### src/rtl/shrot_pkg.sv
package shrot_pkg;

  localparam int FLAG_W = 8;

  // Flag bit positions inside the flag byte
  localparam int FB_S  = 7;
  localparam int FB_Z  = 6;
  localparam int FB_Y  = 5;
  localparam int FB_H  = 4;
  localparam int FB_X  = 3;
  localparam int FB_PV = 2;
  localparam int FB_N  = 1;
  localparam int FB_C  = 0;

  typedef enum logic [3:0] {
    OP_A_RLC = 4'd0,
    OP_A_RRC = 4'd1,
    OP_A_RL  = 4'd2,
    OP_A_RR  = 4'd3,
    OP_RLC   = 4'd4,
    OP_RRC   = 4'd5,
    OP_RL    = 4'd6,
    OP_RR    = 4'd7,
    OP_SLA   = 4'd8,
    OP_SLL   = 4'd9,
    OP_SRA   = 4'd10,
    OP_SRL   = 4'd11,
    OP_NIB_L = 4'd12,
    OP_NIB_R = 4'd13,
    OP_BIT   = 4'd14,
    OP_RSVD  = 4'd15
  } op_e;

  typedef enum logic [2:0] {
    FC_FAST,
    FC_FULL,
    FC_NIB,
    FC_BIT,
    FC_KEEP
  } fclass_e;

  // Field order matches the flag byte, MSB first
  typedef struct packed {
    logic s;
    logic z;
    logic y;
    logic h;
    logic x;
    logic pv;
    logic n;
    logic c;
  } flags_t;

endpackage

### src/rtl/shrot_shift.sv
module shrot_shift import shrot_pkg::*; #(
  parameter int DATA_W = 8
) (
  input  op_e               op,
  input  logic [DATA_W-1:0] din,
  input  logic              cin,
  output logic [DATA_W-1:0] dout,
  output logic              cout
);

  logic go_left;
  logic fill;

  // One shifter serves every rotate and shift; only direction and fill differ
  always_comb begin
    go_left = 1'b1;
    fill    = 1'b0;
    unique case (op)
      OP_A_RLC, OP_RLC: begin go_left = 1'b1; fill = din[DATA_W-1]; end
      OP_A_RRC, OP_RRC: begin go_left = 1'b0; fill = din[0];        end
      OP_A_RL,  OP_RL:  begin go_left = 1'b1; fill = cin;           end
      OP_A_RR,  OP_RR:  begin go_left = 1'b0; fill = cin;           end
      OP_SLA:           begin go_left = 1'b1; fill = 1'b0;          end
      OP_SLL:           begin go_left = 1'b1; fill = 1'b1;          end
      OP_SRA:           begin go_left = 1'b0; fill = din[DATA_W-1]; end
      OP_SRL:           begin go_left = 1'b0; fill = 1'b0;          end
      default:          begin go_left = 1'b1; fill = 1'b0;          end
    endcase

    if (go_left) begin
      dout = {din[DATA_W-2:0], fill};
      cout = din[DATA_W-1];
    end else begin
      dout = {fill, din[DATA_W-1:1]};
      cout = din[0];
    end
  end

endmodule

### src/rtl/shrot_nibble.sv
module shrot_nibble #(
  parameter int DATA_W = 8
) (
  input  logic              dir_left,
  input  logic [DATA_W-1:0] acc,
  input  logic [DATA_W-1:0] mem,
  output logic [DATA_W-1:0] acc_new,
  output logic [DATA_W-1:0] mem_new
);

  localparam int NIB_W = DATA_W / 2;

  logic [NIB_W-1:0] acc_hi, acc_lo, mem_hi, mem_lo;

  assign acc_hi = acc[DATA_W-1:NIB_W];
  assign acc_lo = acc[NIB_W-1:0];
  assign mem_hi = mem[DATA_W-1:NIB_W];
  assign mem_lo = mem[NIB_W-1:0];

  // The accumulator's upper half never moves; three low-side nibbles rotate
  always_comb begin
    if (dir_left) begin
      mem_new = {mem_lo, acc_lo};
      acc_new = {acc_hi, mem_hi};
    end else begin
      mem_new = {acc_lo, mem_hi};
      acc_new = {acc_hi, mem_lo};
    end
  end

endmodule

### src/rtl/shrot_flag_gen.sv
module shrot_flag_gen import shrot_pkg::*; #(
  parameter  int DATA_W = 8,
  localparam int IDX_W  = $clog2(DATA_W)
) (
  input  fclass_e           fclass,
  input  logic [DATA_W-1:0] value,
  input  logic              cout,
  input  flags_t            fin,
  input  logic [IDX_W-1:0]  bit_sel,
  input  logic [DATA_W-1:0] tested,
  output flags_t            fout
);

  logic is_zero;
  logic par_even;
  logic tbit;
  logic top_sel;

  assign is_zero  = (value == '0);
  assign par_even = ~^value;
  assign tbit     = tested[bit_sel];
  assign top_sel  = (bit_sel == IDX_W'(DATA_W - 1));

  always_comb begin
    fout = fin;
    unique case (fclass)
      FC_FAST: begin
        fout.y = value[FB_Y];
        fout.x = value[FB_X];
        fout.h = 1'b0;
        fout.n = 1'b0;
        fout.c = cout;
      end
      FC_FULL, FC_NIB: begin
        fout.s  = value[DATA_W-1];
        fout.z  = is_zero;
        fout.y  = value[FB_Y];
        fout.h  = 1'b0;
        fout.x  = value[FB_X];
        fout.pv = par_even;
        fout.n  = 1'b0;
        fout.c  = (fclass == FC_FULL) ? cout : fin.c;
      end
      FC_BIT: begin
        fout.s  = tbit & top_sel;
        fout.z  = ~tbit;
        fout.y  = tested[FB_Y];
        fout.h  = 1'b1;
        fout.x  = tested[FB_X];
        fout.pv = ~tbit;
        fout.n  = 1'b0;
        fout.c  = fin.c;
      end
      default: fout = fin;
    endcase
  end

endmodule

### src/rtl/shrot_unit.sv
module shrot_unit import shrot_pkg::*; #(
  parameter  int DATA_W = 8,
  localparam int IDX_W  = $clog2(DATA_W)
) (
  input  logic              clk,
  input  logic              rst,
  input  logic              in_valid,
  input  logic [3:0]        op_code,
  input  logic [IDX_W-1:0]  bit_sel,
  input  logic [DATA_W-1:0] operand,
  input  logic [DATA_W-1:0] acc_in,
  input  logic [FLAG_W-1:0] flags_in,
  output logic              out_valid,
  output logic [DATA_W-1:0] result,
  output logic [DATA_W-1:0] acc_out,
  output logic [FLAG_W-1:0] flags_out
);

  op_e               op;
  logic              fast_op;
  logic [DATA_W-1:0] sh_src, sh_out;
  logic              sh_cout;
  logic [DATA_W-1:0] nib_acc, nib_mem;
  logic [DATA_W-1:0] nxt_res, nxt_acc, flag_val;
  fclass_e           fclass;
  flags_t            fin, fnew;

  assign op      = op_e'(op_code);
  assign fin     = flags_t'(flags_in);
  assign fast_op = (op inside {OP_A_RLC, OP_A_RRC, OP_A_RL, OP_A_RR});
  assign sh_src  = fast_op ? acc_in : operand;

  shrot_shift #(.DATA_W(DATA_W)) u_shift (
    .op   (op),
    .din  (sh_src),
    .cin  (fin.c),
    .dout (sh_out),
    .cout (sh_cout)
  );

  shrot_nibble #(.DATA_W(DATA_W)) u_nibble (
    .dir_left (op == OP_NIB_L),
    .acc      (acc_in),
    .mem      (operand),
    .acc_new  (nib_acc),
    .mem_new  (nib_mem)
  );

  always_comb begin
    nxt_res  = operand;
    nxt_acc  = acc_in;
    flag_val = operand;
    fclass   = FC_KEEP;
    unique case (op)
      OP_A_RLC, OP_A_RRC, OP_A_RL, OP_A_RR: begin
        nxt_res  = sh_out;
        nxt_acc  = sh_out;
        flag_val = sh_out;
        fclass   = FC_FAST;
      end
      OP_RLC, OP_RRC, OP_RL, OP_RR,
      OP_SLA, OP_SLL, OP_SRA, OP_SRL: begin
        nxt_res  = sh_out;
        flag_val = sh_out;
        fclass   = FC_FULL;
      end
      OP_NIB_L, OP_NIB_R: begin
        nxt_res  = nib_mem;
        nxt_acc  = nib_acc;
        flag_val = nib_acc;
        fclass   = FC_NIB;
      end
      OP_BIT:  fclass = FC_BIT;
      default: fclass = FC_KEEP;
    endcase
  end

  shrot_flag_gen #(.DATA_W(DATA_W)) u_flags (
    .fclass  (fclass),
    .value   (flag_val),
    .cout    (sh_cout),
    .fin     (fin),
    .bit_sel (bit_sel),
    .tested  (operand),
    .fout    (fnew)
  );

  always_ff @(posedge clk) begin
    if (rst) begin
      out_valid <= 1'b0;
      result    <= '0;
      acc_out   <= '0;
      flags_out <= '0;
    end else begin
      out_valid <= in_valid;
      if (in_valid) begin
        result    <= nxt_res;
        acc_out   <= nxt_acc;
        flags_out <= fnew;
      end
    end
  end

endmodule

### config.mk
export PLATFORM = sky130hd
export DESIGN_NAME = shrot_unit
export DESIGN_NICKNAME = d
export VERILOG_FILES = /design/src/rtl/shrot_pkg.sv /design/src/rtl/shrot_shift.sv /design/src/rtl/shrot_nibble.sv /design/src/rtl/shrot_flag_gen.sv /design/src/rtl/shrot_unit.sv
export SDC_FILE = /design/constraint.sdc
export NUM_CORES = 1
export LEC_CHECK = 0
export BUFFER_PORTS_ARGS = -buffer_cell sky130_fd_sc_hd__clkbuf_2
export CAP_MARGIN = 20
export CORE_ASPECT_RATIO = 1.75
export CORE_MARGIN = 3
export CORE_UTILIZATION = 49
export DETAILED_ROUTE_END_ITERATION = 10
export GPL_TIMING_DRIVEN = 0
export PLACE_DENSITY = 0.77
export SYNTH_ARGS = -nofsm -noshare
export SYNTH_HDL_FRONTEND = slang
export SYNTH_HIERARCHICAL = 1
export SYNTH_SLANG_ARGS = --single-unit
export TNS_END_PERCENT = 1
### constraint.sdc
create_clock -name clk -period 3.5 [get_ports clk]
set_clock_uncertainty 0.05 [all_clocks]
set_input_delay 0.875 -clock clk [delete_from_list [all_inputs] [get_ports clk]]
set_output_delay 0.875 -clock clk [all_outputs]
set_load 0.1 [all_outputs]
==> metrics.md, run 1 <==
| Metric | Value |
|---|---|
| Critical Path Source Type | `input port` |
| Sequential element share of the synthesized area | `0.214` |
| RR Endpoint | `acc_out[0]` |
| Critical Path End Type | `flip-flop` |
| RSZ-0062 raised after global routing | `true` |
| Mapped Cells | `between 200 and 300` |
| Dpl hpwl | `5.22 mm` |
| Buffers on Ports | `58` |
| Worst reg2reg setup slack | `2.71 ns` |
| Synth Register Bits | `25` |
| IO Count | `59` |
| Min-delay src | `result[2]` |
| Fin crit share | `1.02` |
| Final worst path period need | `around 3.6 ns` |
| Failing checks | `setup timing` |
| Pleak | `1.44 nW` |
| Status | `finished with violations` |
| Max VDD drop | `about 0.27 mV` |
| Yosys warning total | `6` |
| Avg Cell Area, Syn | `~9 µm²` |
| Core area | `around 0.0045 mm²` |
| Initial antenna violation count | `0` |
| Mean routed wirelength per cell | `between 15 and 20 µm` |
| Chip Height | `97.4 µm` |
| Critical Path Max Stage Delay | `0.34 ns` |
| Gp weighted congestion | `between 0.9 and 1` |
| Vias in the first global route | `between 2,000 and 2,500` |
| Remaining DRCs | `0` |
| Ys async rst share | `0` |
| Total GRT Usage | `0.249` |
| Routed wire length | `7.08 mm` |
| First-pass GRT wire length | `~11 mm` |
| Final non-filler cell total | `a little under 400` |
| CP bufs+invs | `3` |
| Dpl cells | `371` |
| Yosys cell types | `45` |
| Die area | `between 0.005 and 0.006 mm²` |
| R2r startpoint | `acc_out[0]` |
| Area Overhead vs Synth | `28.6%` |
| WS Path Type | `input port to flip-flop` |
| Hold Crit Depth | `2` |
| Slowest cell on crit path | `a221o_2` |
| CTS tree | `done` |
| Final Instance Area | `~0.003 mm²` |
| Post-synthesis net count | `between 300 and 400` |
| WP data arrival | `3.65 ns` |
| Final ANT Viol Nets | `0` |
| HP Class | `flip-flop to flip-flop` |
| Vias per inst | `5.81` |
| Post-route setup slack | `-0.0610 ns` |
| Root Driver | `clkbuf_8` |
| Post-synth EDFFs | `0` |
| Pre-antenna DRT Iters | `4` |
| DP Area | `between 0.002 and 0.003 mm²` |
| Place WS | `-0.757 ns` |
| Crit path max-delay family | `compound AO/OA/AOI/OAI gates` |
| Clk slew on worst S/H paths | `around 0.1 ns` |
| Pwr per Cell Area | `355 mW/mm²` |
| Final slew viol count | `0` |
| Fraction of layout cells with a size suffix above 1 | `0.442` |
| Largest net degree at the start of global routing | `16` |
| Clk buf depth | `2` |
| Final nets | `around 380` |
| Critical Path, Cell by Cell | `clkbuf_16 > inv_6 > ha_4 > mux2_4 > mux2_4 > a221oi_4 > o31ai_4 > nor2_2 > a31oi_1 > inv_1 > ha_4 > xnor2_2 > xnor2_1 > a221o_2 > mux2i_1 > nor2_1` |
| Die Width | `58.2 µm` |
| CP Max Fanout | `7` |
| ANT cells | `0` |
| Synth Cell Area | `about 0.0023 mm²` |
| Vias | `between 2,000 and 2,500` |
| Max Fclk | `about 280 MHz` |
| Hold Fails Final Rpt | `0` |
| Cts bufs inserted | `3` |
| CTS H-tree depth | `1` |
| Slew margin rel. | `0.595` |
| Worst-skew pair later-pin latency | `roughly 0.27 ns` |
| 1st-iter DRT viols | `77` |
| Gr ovfl total | `0` |
| Standard-cell rows | `32` |
| Effective utilization at floorplan | `0.517` |
| CTS Sinks | `25` |
| CP required | `around 3.6 ns` |
| Hold buffer count at cts | `0` |
| Hold EP | `result[2]` |
| Setup-failing EPs final | `1` |
| Worst Tran Pin Value | `just over 0.6 ns` |
| Cells on worst reg2reg path | `2` |
| Max-cap violations | `0` |
| Setup TNS | `-0.0610 ns` |
| Main synth FF type | `dfxtp_1` |
[Yosys cell counts, types with 2 or more instances]
cell type	instances	area, µm²
xnor2_1	4	35.0
o21ai_0	4	20.0
nand2b_1	19	119
and2b_1	7	52.6
mux2_4	10	150
buf_6	4	45.0
nand2b_4	2	27.5
o31ai_1	2	15.0
mux2i_1	20	200
buf_4	6	45.0
mux4_1	2	52.6
nand2_1	20	75.1
inv_1	14	52.6
a311o_1	8	80.1
a221o_2	2	22.5
a311oi_1	8	70.1
mux2_1	3	33.8
a221oi_1	2	17.5
o21ai_1	7	35.0
nor2b_1	3	18.8
nor2_1	27	101
dfxtp_1	25	500
ha_1	7	87.6
mux2_2	16	180
a31oi_1	8	50.1
buf_2	6	30.0
clkbuf_1	4	15.0
nand2b_2	5	43.8
[repair_timing]
| action | CTS | global route |
|---|---|---|
| gates resized for setup | 21 | 7 |
| setup buffers | 15 | 1 |
| endpoints found under the setup margin | 2 | 3 |
| pin swaps | 8 | 5 |
[per-layer routing]
| layer | track usage | vias to the layer above | share of wire |
|---|---|---|---|
| li1 | - | 1085 | - |
| met1 | 0.277 | 1075 | 0.38 |
| met2 | 0.440 | 82 | 0.54 |
| met3 | 0.0359 | 25 | 0.046 |
| met4 | 0.125 | 0 | 0.041 |
| met5 | 0 | - | 0 |
[tightest hold or removal path: cells and delay by family, from the launching register on]
kind	cells	cell delay, ns
flip-flops	1	0.32
AND/OR/NAND/NOR	1	0.06
AO/OA/AOI/OAI	1	0.05
[cells by family (layout without fill, tap and decap cells)]
logic type                 Yosys count  after routing  share of synthesized area
and+or+nand+nor                     94             94                      0.230
muxes                               51             51                      0.264
AOI/OAI and AO/OA                   46             46                      0.151
buffers and inverters               35            112                     0.0888
DFF                                 25             25                      0.214
adders and majority gates            7              7                     0.0375
xor gates and xnor gates             4              4                     0.0150
[registers in the layout (all words and copies together), names as in the netlist]
signal and count:
acc_out 8, flags_out 8, out_valid 1, result 8
[power breakdown]
group	switching, mW	internal, mW
Combinational	0.362	0.210
Clock	0.0973	0.0806
Sequential	0.0109	0.308
[placed cells by master (no fill, tap or decap), types with 2 or more instances in the layout]
master    Yosys  routed
nor2_1       27      25
nand2b_4      2       2
clkbuf_2      0      56
nand2_1      20      20
a311o_1       8       8
o21ai_1       7       7
nor2b_1       3       3
nand2b_2      5       5
clkbuf_8      0       3
a221o_2       2       2
o21ai_0       4       3
xnor2_1       4       2
mux2_2       16      13
ha_1          7       4
dfxtp_1      25      25
nor2_4        1       2
buf_4         6      22
buf_6         4       3
nand2b_1     19      19
xnor2_2       0       2
mux2i_1      20      20
buf_2         6       6
mux2_1        3       3
inv_1        14      12
o21ai_2       1       2
ha_4          0       3
mux4_1        2       2
a31oi_1       8       8
mux2_4       10      13
a311oi_1      8       8
and2b_1       7       7
clkbuf_1      4       4
[how the worst max path moves through the flow]
stage,depth (start not counted),end,startpoint,slack (ns)
2_1_floorplan,16,flags_out[2],op_code[2],-0.13
3_3_place_gp,17,flags_out[2],op_code[3],-0.72
6_report,16,flags_out[2],op_code[3],-0.06
5_1_grt,16,flags_out[2],op_code[3],-0.15
4_1_cts,16,flags_out[2],op_code[3],-0.07
3_5_place_dp,17,flags_out[2],op_code[3],-0.76
[layout make-up]
class                   count  area, µm²
multi-input cells         202       1750
fillers                   400       1520
flip-flops and latches     25        500
repair buffers             74        440
plain buffers              20        144
well taps                  51       63.8
inverters                  14       60.1
clock buffers               3       41.3
clock inverters             1       7.51
[stage by stage]
| stage | power, mW | hold WS [ns] | utilization |
|---|---|---|---|
| CTS | 1.05 | 0.427 | 0.656 |
| floorplan | 0.716 | 0.862 | - |
| finish | 1.07 | 0.425 | 0.665 |
| global route | 1.12 | 0.450 | 0.665 |
| global placement | 0.816 | 0.403 | 0.597 |
| detailed placement | 0.822 | 0.411 | 0.597 |
Power figures use the tool's default switching activity.
==> run 2: changes to the inputs <==
Settings changed: SKIP_CTS_REPAIR_TIMING from default to 1.
==> metrics.md, run 2 (synthesized netlist as in run 1, its figures left out) <==
| Metric | Value |
|---|---|
| Die Width | `58.2 µm (unchanged)` |
| Slowest cell on crit path | `a221o_2` |
| Gp weighted congestion | `0.932 (unchanged)` |
| Slew margin rel. | `0.614 (+0.0186)` |
| Fraction of layout cells with a size suffix above 1 | `0.429 (-0.0130)` |
| Pleak | `1.41 nW (-2.1%)` |
| Mean routed wirelength per cell | `17.4 µm (-3.9%)` |
| Core area | `0.00452 mm² (unchanged)` |
| Max Fclk | `274 MHz (-2.5%)` |
| CTS tree | `done` |
| Critical Path, Cell by Cell | `buf_8 > inv_4 > ha_4 > buf_8 > mux2_4 > mux2_4 > a221oi_4 > o31ai_4 > nor2_2 > a31oi_1 > inv_1 > ha_4 > xnor2_4 > xnor2_1 > a221o_2 > mux2i_1 > nor2_1` |
| 1st-iter DRT viols | `83 (+7.8%)` |
| Share of total power in sequential cells | `0.301 (+0.003)` |
| ANT cells | `0 (unchanged)` |
| Die area | `0.00567 mm² (unchanged)` |
| Failing checks | `setup timing` |
| Setup-failing EPs final | `1 (unchanged)` |
| Worst-skew pair later-pin latency | `0.27 ns (about the same)` |
| Pwr per Cell Area | `357 mW/mm² (+0.48%)` |
| Final ANT Viol Nets | `0 (unchanged)` |
| CTS H-tree depth | `1 (unchanged)` |
| First-pass GRT wire length | `10.5 mm (-5.4%)` |
| Dpl hpwl | `5.22 mm (unchanged)` |
| Clk buf depth | `2 (unchanged)` |
| CP bufs+invs | `4 (+1)` |
| Most frequent cells in the layout | `clkbuf_2 (56), nor2_1 (25), dfxtp_1 (25)` |
| Sw frac | `0.440 (about the same)` |
| WS Path Type | `input port to flip-flop` |
| Critical Path End Type | `flip-flop` |
| Clk slew on worst S/H paths | `0.10 ns (about the same)` |
| Buffers on Ports | `58 (unchanged)` |
| Area Overhead vs Synth | `26.9%` |
| Vias | `2,175 (-4.1%)` |
| CP required | `3.59 ns (about the same)` |
| Final cell utilization of the core | `0.656 (-0.00885)` |
| Effective utilization at floorplan | `0.517 (unchanged)` |
| Worst Tran Pin Value | `0.579 ns (-0.0279 ns)` |
| Final non-filler cell total | `384 (-1.5%)` |
| Max-cap violations | `0 (unchanged)` |
| Remaining DRCs | `0 (unchanged)` |
| Place WS | `-0.757 ns (unchanged)` |
| Critical Path Max Stage Delay | `0.38 ns (+0.04 ns)` |
| Crit path max-delay family | `compound AO/OA/AOI/OAI gates` |
| Biggest regs | `acc_out (8), flags_out (8), result (8)` |
| Root Driver | `clkbuf_8` |
| Initial antenna violation count | `0 (unchanged)` |
| Routed wire length | `6.69 mm (-5.4%)` |
| Vias in the first global route | `2,242 (-5.3%)` |
| Max VDD drop | `0.266 mV (-0.50%)` |
| Standard-cell rows | `32 (unchanged)` |
| Gr ovfl total | `0 (unchanged)` |
| CP Max Fanout | `7 (unchanged)` |
| Internal power | `0.593 mW (-0.82%)` |
| Final slew viol count | `0 (unchanged)` |
| Clock power share | `0.169 (+0.002)` |
| Post-route setup slack | `-0.151 ns (-0.0902 ns)` |
| Fill count | `407 (+1.8%)` |
| RSZ-0062 raised after global routing | `true` |
| Final worst path period need | `3.65 ns (+0.0902 ns)` |
| Dpl cells | `371 (unchanged)` |
| Pre-antenna DRT Iters | `4 (unchanged)` |
| WP data arrival | `3.75 ns (+0.10 ns)` |
| Vias per inst | `5.66 (-2.6%)` |
| Final nets | `375 (-1.6%)` |
| Total GRT Usage | `0.235 (-0.0135)` |
| Hold Fails Final Rpt | `0 (unchanged)` |
| Largest net degree at the start of global routing | `16 (unchanged)` |
| Gate power share | `0.530 (-0.005)` |
| Cts bufs inserted | `3 (unchanged)` |
| Chip Height | `97.4 µm (unchanged)` |
| Critical Path Source Type | `input port` |
| HP Class | `flip-flop to flip-flop` |
| IO Count | `59 (unchanged)` |
| Fin crit share | `1.04 (+0.0258)` |
| Most common cell after layout, fill and taps aside | `clkbuf_2` |
| Status | `finished with violations` |
| CTS Sinks | `25 (unchanged)` |
| Sw Pwr | `0.466 mW (-0.90%)` |
run 2: cell types whose count changed in the layout (fill, tap and decap cells not counted):
cell       previous run  this run
buf_12                1         2
buf_4                22        15
buf_8                 1         2
clkbuf_16             1         0
clkinv_4              0         1
inv_6                 1         0
nor2_2                1         2
nor2_4                2         1
o21ai_0               3         4
o21ai_2               2         1
xnor2_2               2         1
xnor2_4               0         1
run 2: worst min-delay path, cell delays in order, from the launching register on:
cell and delay [ns]:
dfxtp_1 0.32, nand2b_1 0.06, o21ai_1 0.05
run 2: layer usage:
metal	track usage	vias up	wire length (µm)	part of all wire
li1	-	1076	-	-
met1	0.266	1028	2640	0.39
met2	0.422	59	3640	0.54
met3	0.0346	12	247	0.037
met4	0.0964	0	172	0.026
met5	0	-	0	0
run 2: power groups by stage:
stage	clock network, mW	logic [mW]	registers [mW]
3_3_place_gp	0	0.491	0.325
6_report	0.179	0.561	0.319
2_1_floorplan	0	0.222	0.494
4_1_cts	0.183	0.497	0.319
5_1_grt	0.190	0.596	0.322
3_5_place_dp	0	0.496	0.326
run 2: area by class of cell:
| type | instances | area (µm²) | share of cell area |
|---|---|---|---|
| inverter | 14 | 60.1 | 0.0202 |
| sequential | 25 | 500 | 0.169 |
| clock buffer | 3 | 41.3 | 0.0139 |
| multi-input combinational | 202 | 1750 | 0.591 |
| timing repair buffer | 67 | 383 | 0.129 |
| clock inverter | 1 | 7.51 | 0.00253 |
| buffer | 21 | 159 | 0.0535 |
| tap | 51 | 63.8 | 0.0215 |
run 2: final timing paths:
check	start	end	slack (ns)	cells past startpoint
worst min-delay path	result[0]	result[0]	0.42	2
worst min register to register	result[0]	result[0]	0.42	2
worst max-delay path	op_code[2]	flags_out[2]	-0.15	17
worst max register to register	acc_out[7]	acc_out[7]	2.69	2
run 2: metrics by stage:
step | power, mW | cell area [µm²] | setup TNS, ns | hold slack [ns]
6_report | 1.06 | 2970 | -0.151 | 0.425
5_1_grt | 1.11 | 2970 | -0.262 | 0.457
4_1_cts | 0.999 | 2750 | -0.603 | 0.427
3_5_place_dp | 0.822 | 2700 | -1.23 | 0.411
3_3_place_gp | 0.816 | 2700 | -1.11 | 0.403
2_1_floorplan | 0.716 | 2350 | -0.130 | 0.862
==> run 3: changes to the inputs <==
Settings changed: PLACE_DENSITY 0.77 to 0.86.
==> metrics.md, run 3 (synthesized netlist as in run 1, its figures left out) <==
| Metric | Value |
|---|---|
| Status | `finished with violations` |
| Failing checks | `setup timing` |
| Root Driver | `clkbuf_8` |
| Pleak | `1.41 nW (+0.27%)` |
| Sw frac | `0.443 (+0.00269)` |
| Die Width | `58.2 µm (unchanged)` |
| Final non-filler cell total | `383 (-0.26%)` |
| Fraction of layout cells with a size suffix above 1 | `0.440 (+0.0103)` |
| IO Count | `59 (unchanged)` |
| CTS H-tree depth | `1 (unchanged)` |
| Total GRT Usage | `0.238 (+0.00265)` |
| Core area | `0.00452 mm² (unchanged)` |
| 1st-iter DRT viols | `99 (+19%)` |
| DP Area | `0.00270 mm² (unchanged)` |
| Power after layout | `1.08 mW (+1.7%)` |
| Setup TNS | `-0.124 ns (+0.0273 ns)` |
| Vias in the first global route | `2,264 (+0.98%)` |
| Cts bufs inserted | `3 (unchanged)` |
| Gr ovfl total | `0 (unchanged)` |
| WS Path Type | `input port to flip-flop` |
| Slowest cell on crit path | `a221o_2` |
| HP Class | `flip-flop to flip-flop` |
| Setup-failing EPs final | `1 (unchanged)` |
| Most frequent cells in the layout | `clkbuf_2 (57), dfxtp_1 (25), nor2_1 (24)` |
| Vias | `2,224 (+2.3%)` |
| WP data arrival | `3.72 ns (-0.03 ns)` |
| Biggest regs | `acc_out (8), flags_out (8), result (8)` |
| Mean routed wirelength per cell | `18.1 µm (+3.8%)` |
| Critical Path, Cell by Cell | `buf_12 > clkinv_8 > ha_4 > mux2_4 > mux2_4 > a221oi_4 > o31ai_2 > nor2_2 > a31oi_2 > inv_2 > ha_4 > xnor2_2 > xnor2_2 > a221o_2 > mux2i_1 > nor2_1` |
| Vias per inst | `5.81 (+2.5%)` |
| Hold Fails Final Rpt | `0 (unchanged)` |
| Share of total power in sequential cells | `0.296 (-0.005)` |
| Sw Pwr | `0.477 mW (+2.3%)` |
| Crit path max-delay family | `compound AO/OA/AOI/OAI gates` |
| Gp weighted congestion | `0.939 (+0.73%)` |
| Remaining DRCs | `0 (unchanged)` |
| CP Max Fanout | `7 (unchanged)` |
| Most common cell after layout, fill and taps aside | `clkbuf_2` |
| R2r startpoint | `acc_out[6]` |
| Final slew viol count | `0 (unchanged)` |
| Chip Height | `97.4 µm (unchanged)` |
| CTS tree | `done` |
| Die area | `0.00567 mm² (unchanged)` |
| Max Fclk | `276 MHz (+0.75%)` |
| First-pass GRT wire length | `10.6 mm (+0.66%)` |
| Max-cap violations | `0 (unchanged)` |
| Dpl hpwl | `5.27 mm (+0.95%)` |
| Worst Tran Pin Value | `0.568 ns (-0.0114 ns)` |
| Effective utilization at floorplan | `0.517 (unchanged)` |
| Critical Path End Type | `flip-flop` |
| Clock power share | `0.164 (-0.005)` |
| Largest net degree at the start of global routing | `15 (-1)` |
| Final nets | `374 (-0.27%)` |
| Routed wire length | `6.93 mm (+3.5%)` |
| CP required | `3.60 ns (about the same)` |
| Max VDD drop | `0.329 mV (+24%)` |
| Critical Path Source Type | `input port` |
| Dpl cells | `371 (unchanged)` |
| Post-route setup slack | `-0.124 ns (+0.0273 ns)` |
| Standard-cell rows | `32 (unchanged)` |
| Critical Path Max Stage Delay | `0.39 ns (about the same)` |
| Fin crit share | `1.04 (-0.00780)` |
| Initial antenna violation count | `0 (unchanged)` |
| Area Overhead vs Synth | `27.1%` |
| Pre-antenna DRT Iters | `4 (unchanged)` |
| Clk buf depth | `2 (unchanged)` |
| Internal power | `0.600 mW (+1.2%)` |
| Worst-skew pair later-pin latency | `0.27 ns (about the same)` |
| ANT cells | `0 (unchanged)` |
| Clk slew on worst S/H paths | `0.10 ns (about the same)` |
| Gate power share | `0.540 (+0.010)` |
| RSZ-0062 raised after global routing | `true` |
| CP bufs+invs | `3 (-1)` |
| Final ANT Viol Nets | `0 (unchanged)` |
| Slew margin rel. | `0.622 (+0.00761)` |
| CTS Sinks | `25 (unchanged)` |
| Min-delay src | `result[0]` |
| Final worst path period need | `3.62 ns (-0.0273 ns)` |
| Pwr per Cell Area | `362 mW/mm² (+1.6%)` |
| Buffers on Ports | `58 (unchanged)` |
| Worst Setup SP | `op_code[3]` |
| Final Instance Area | `0.00297 mm² (+0.13%)` |
run 3: power by group through the flow:
| stage | Clock (mW) | Combinational [mW] | Sequential (mW) |
|---|---|---|---|
| 5_1_grt | 0.192 | 0.611 | 0.322 |
| 2_1_floorplan | 0 | 0.222 | 0.494 |
| 3_3_place_gp | 0 | 0.494 | 0.325 |
| 4_1_cts | 0.182 | 0.500 | 0.319 |
| 6_report | 0.177 | 0.581 | 0.319 |
| 3_5_place_dp | 0 | 0.499 | 0.326 |
run 3: through the flow:
| stage | hold slack [ns] | utilization | setup WS (ns) |
|---|---|---|---|
| after floorplan | 0.862 | - | -0.130 |
| after global placement | 0.404 | 0.597 | -0.724 |
| after detailed placement | 0.412 | 0.597 | -0.775 |
| after CTS | 0.427 | 0.607 | -0.487 |
| after global routing | 0.451 | 0.657 | -0.239 |
| final | 0.426 | 0.657 | -0.124 |
run 3: final cells by class:
type / count / area, µm²
inverter: 14 / 67.6
clock inverter: 1 / 5.00
clock buffer: 3 / 41.3
timing repair buffer: 67 / 380
tap: 51 / 63.8
buffer: 20 / 144
sequential: 25 / 500
fill: 408 / 1550
multi-input combinational: 202 / 1770
run 3: metal layers:
layer	part of all wire	vias to the layer above	global-route usage
li1	-	1075	-
met1	0.37	1041	0.248
met2	0.54	85	0.448
met3	0.044	23	0.0253
met4	0.043	0	0.114
met5	0	-	0
run 3: path summary, 6_finish.rpt:
| kind | end | slack (ns) | cells after the start |
|---|---|---|---|
| hold reg to reg | result[0] | 0.43 | 2 |
| hold / removal | result[0] | 0.43 | 2 |
| setup / recovery | flags_out[2] | -0.12 | 16 |
| setup reg to reg | acc_out[6] | 2.69 | 2 |
run 3: worst register-to-register path, delay by kind of cell (launching register included):
family,cells,cell delay [ns]
DFF,1,0.35
AOI/OAI and AO/OA,1,0.27
and+or+nand+nor,1,0.05
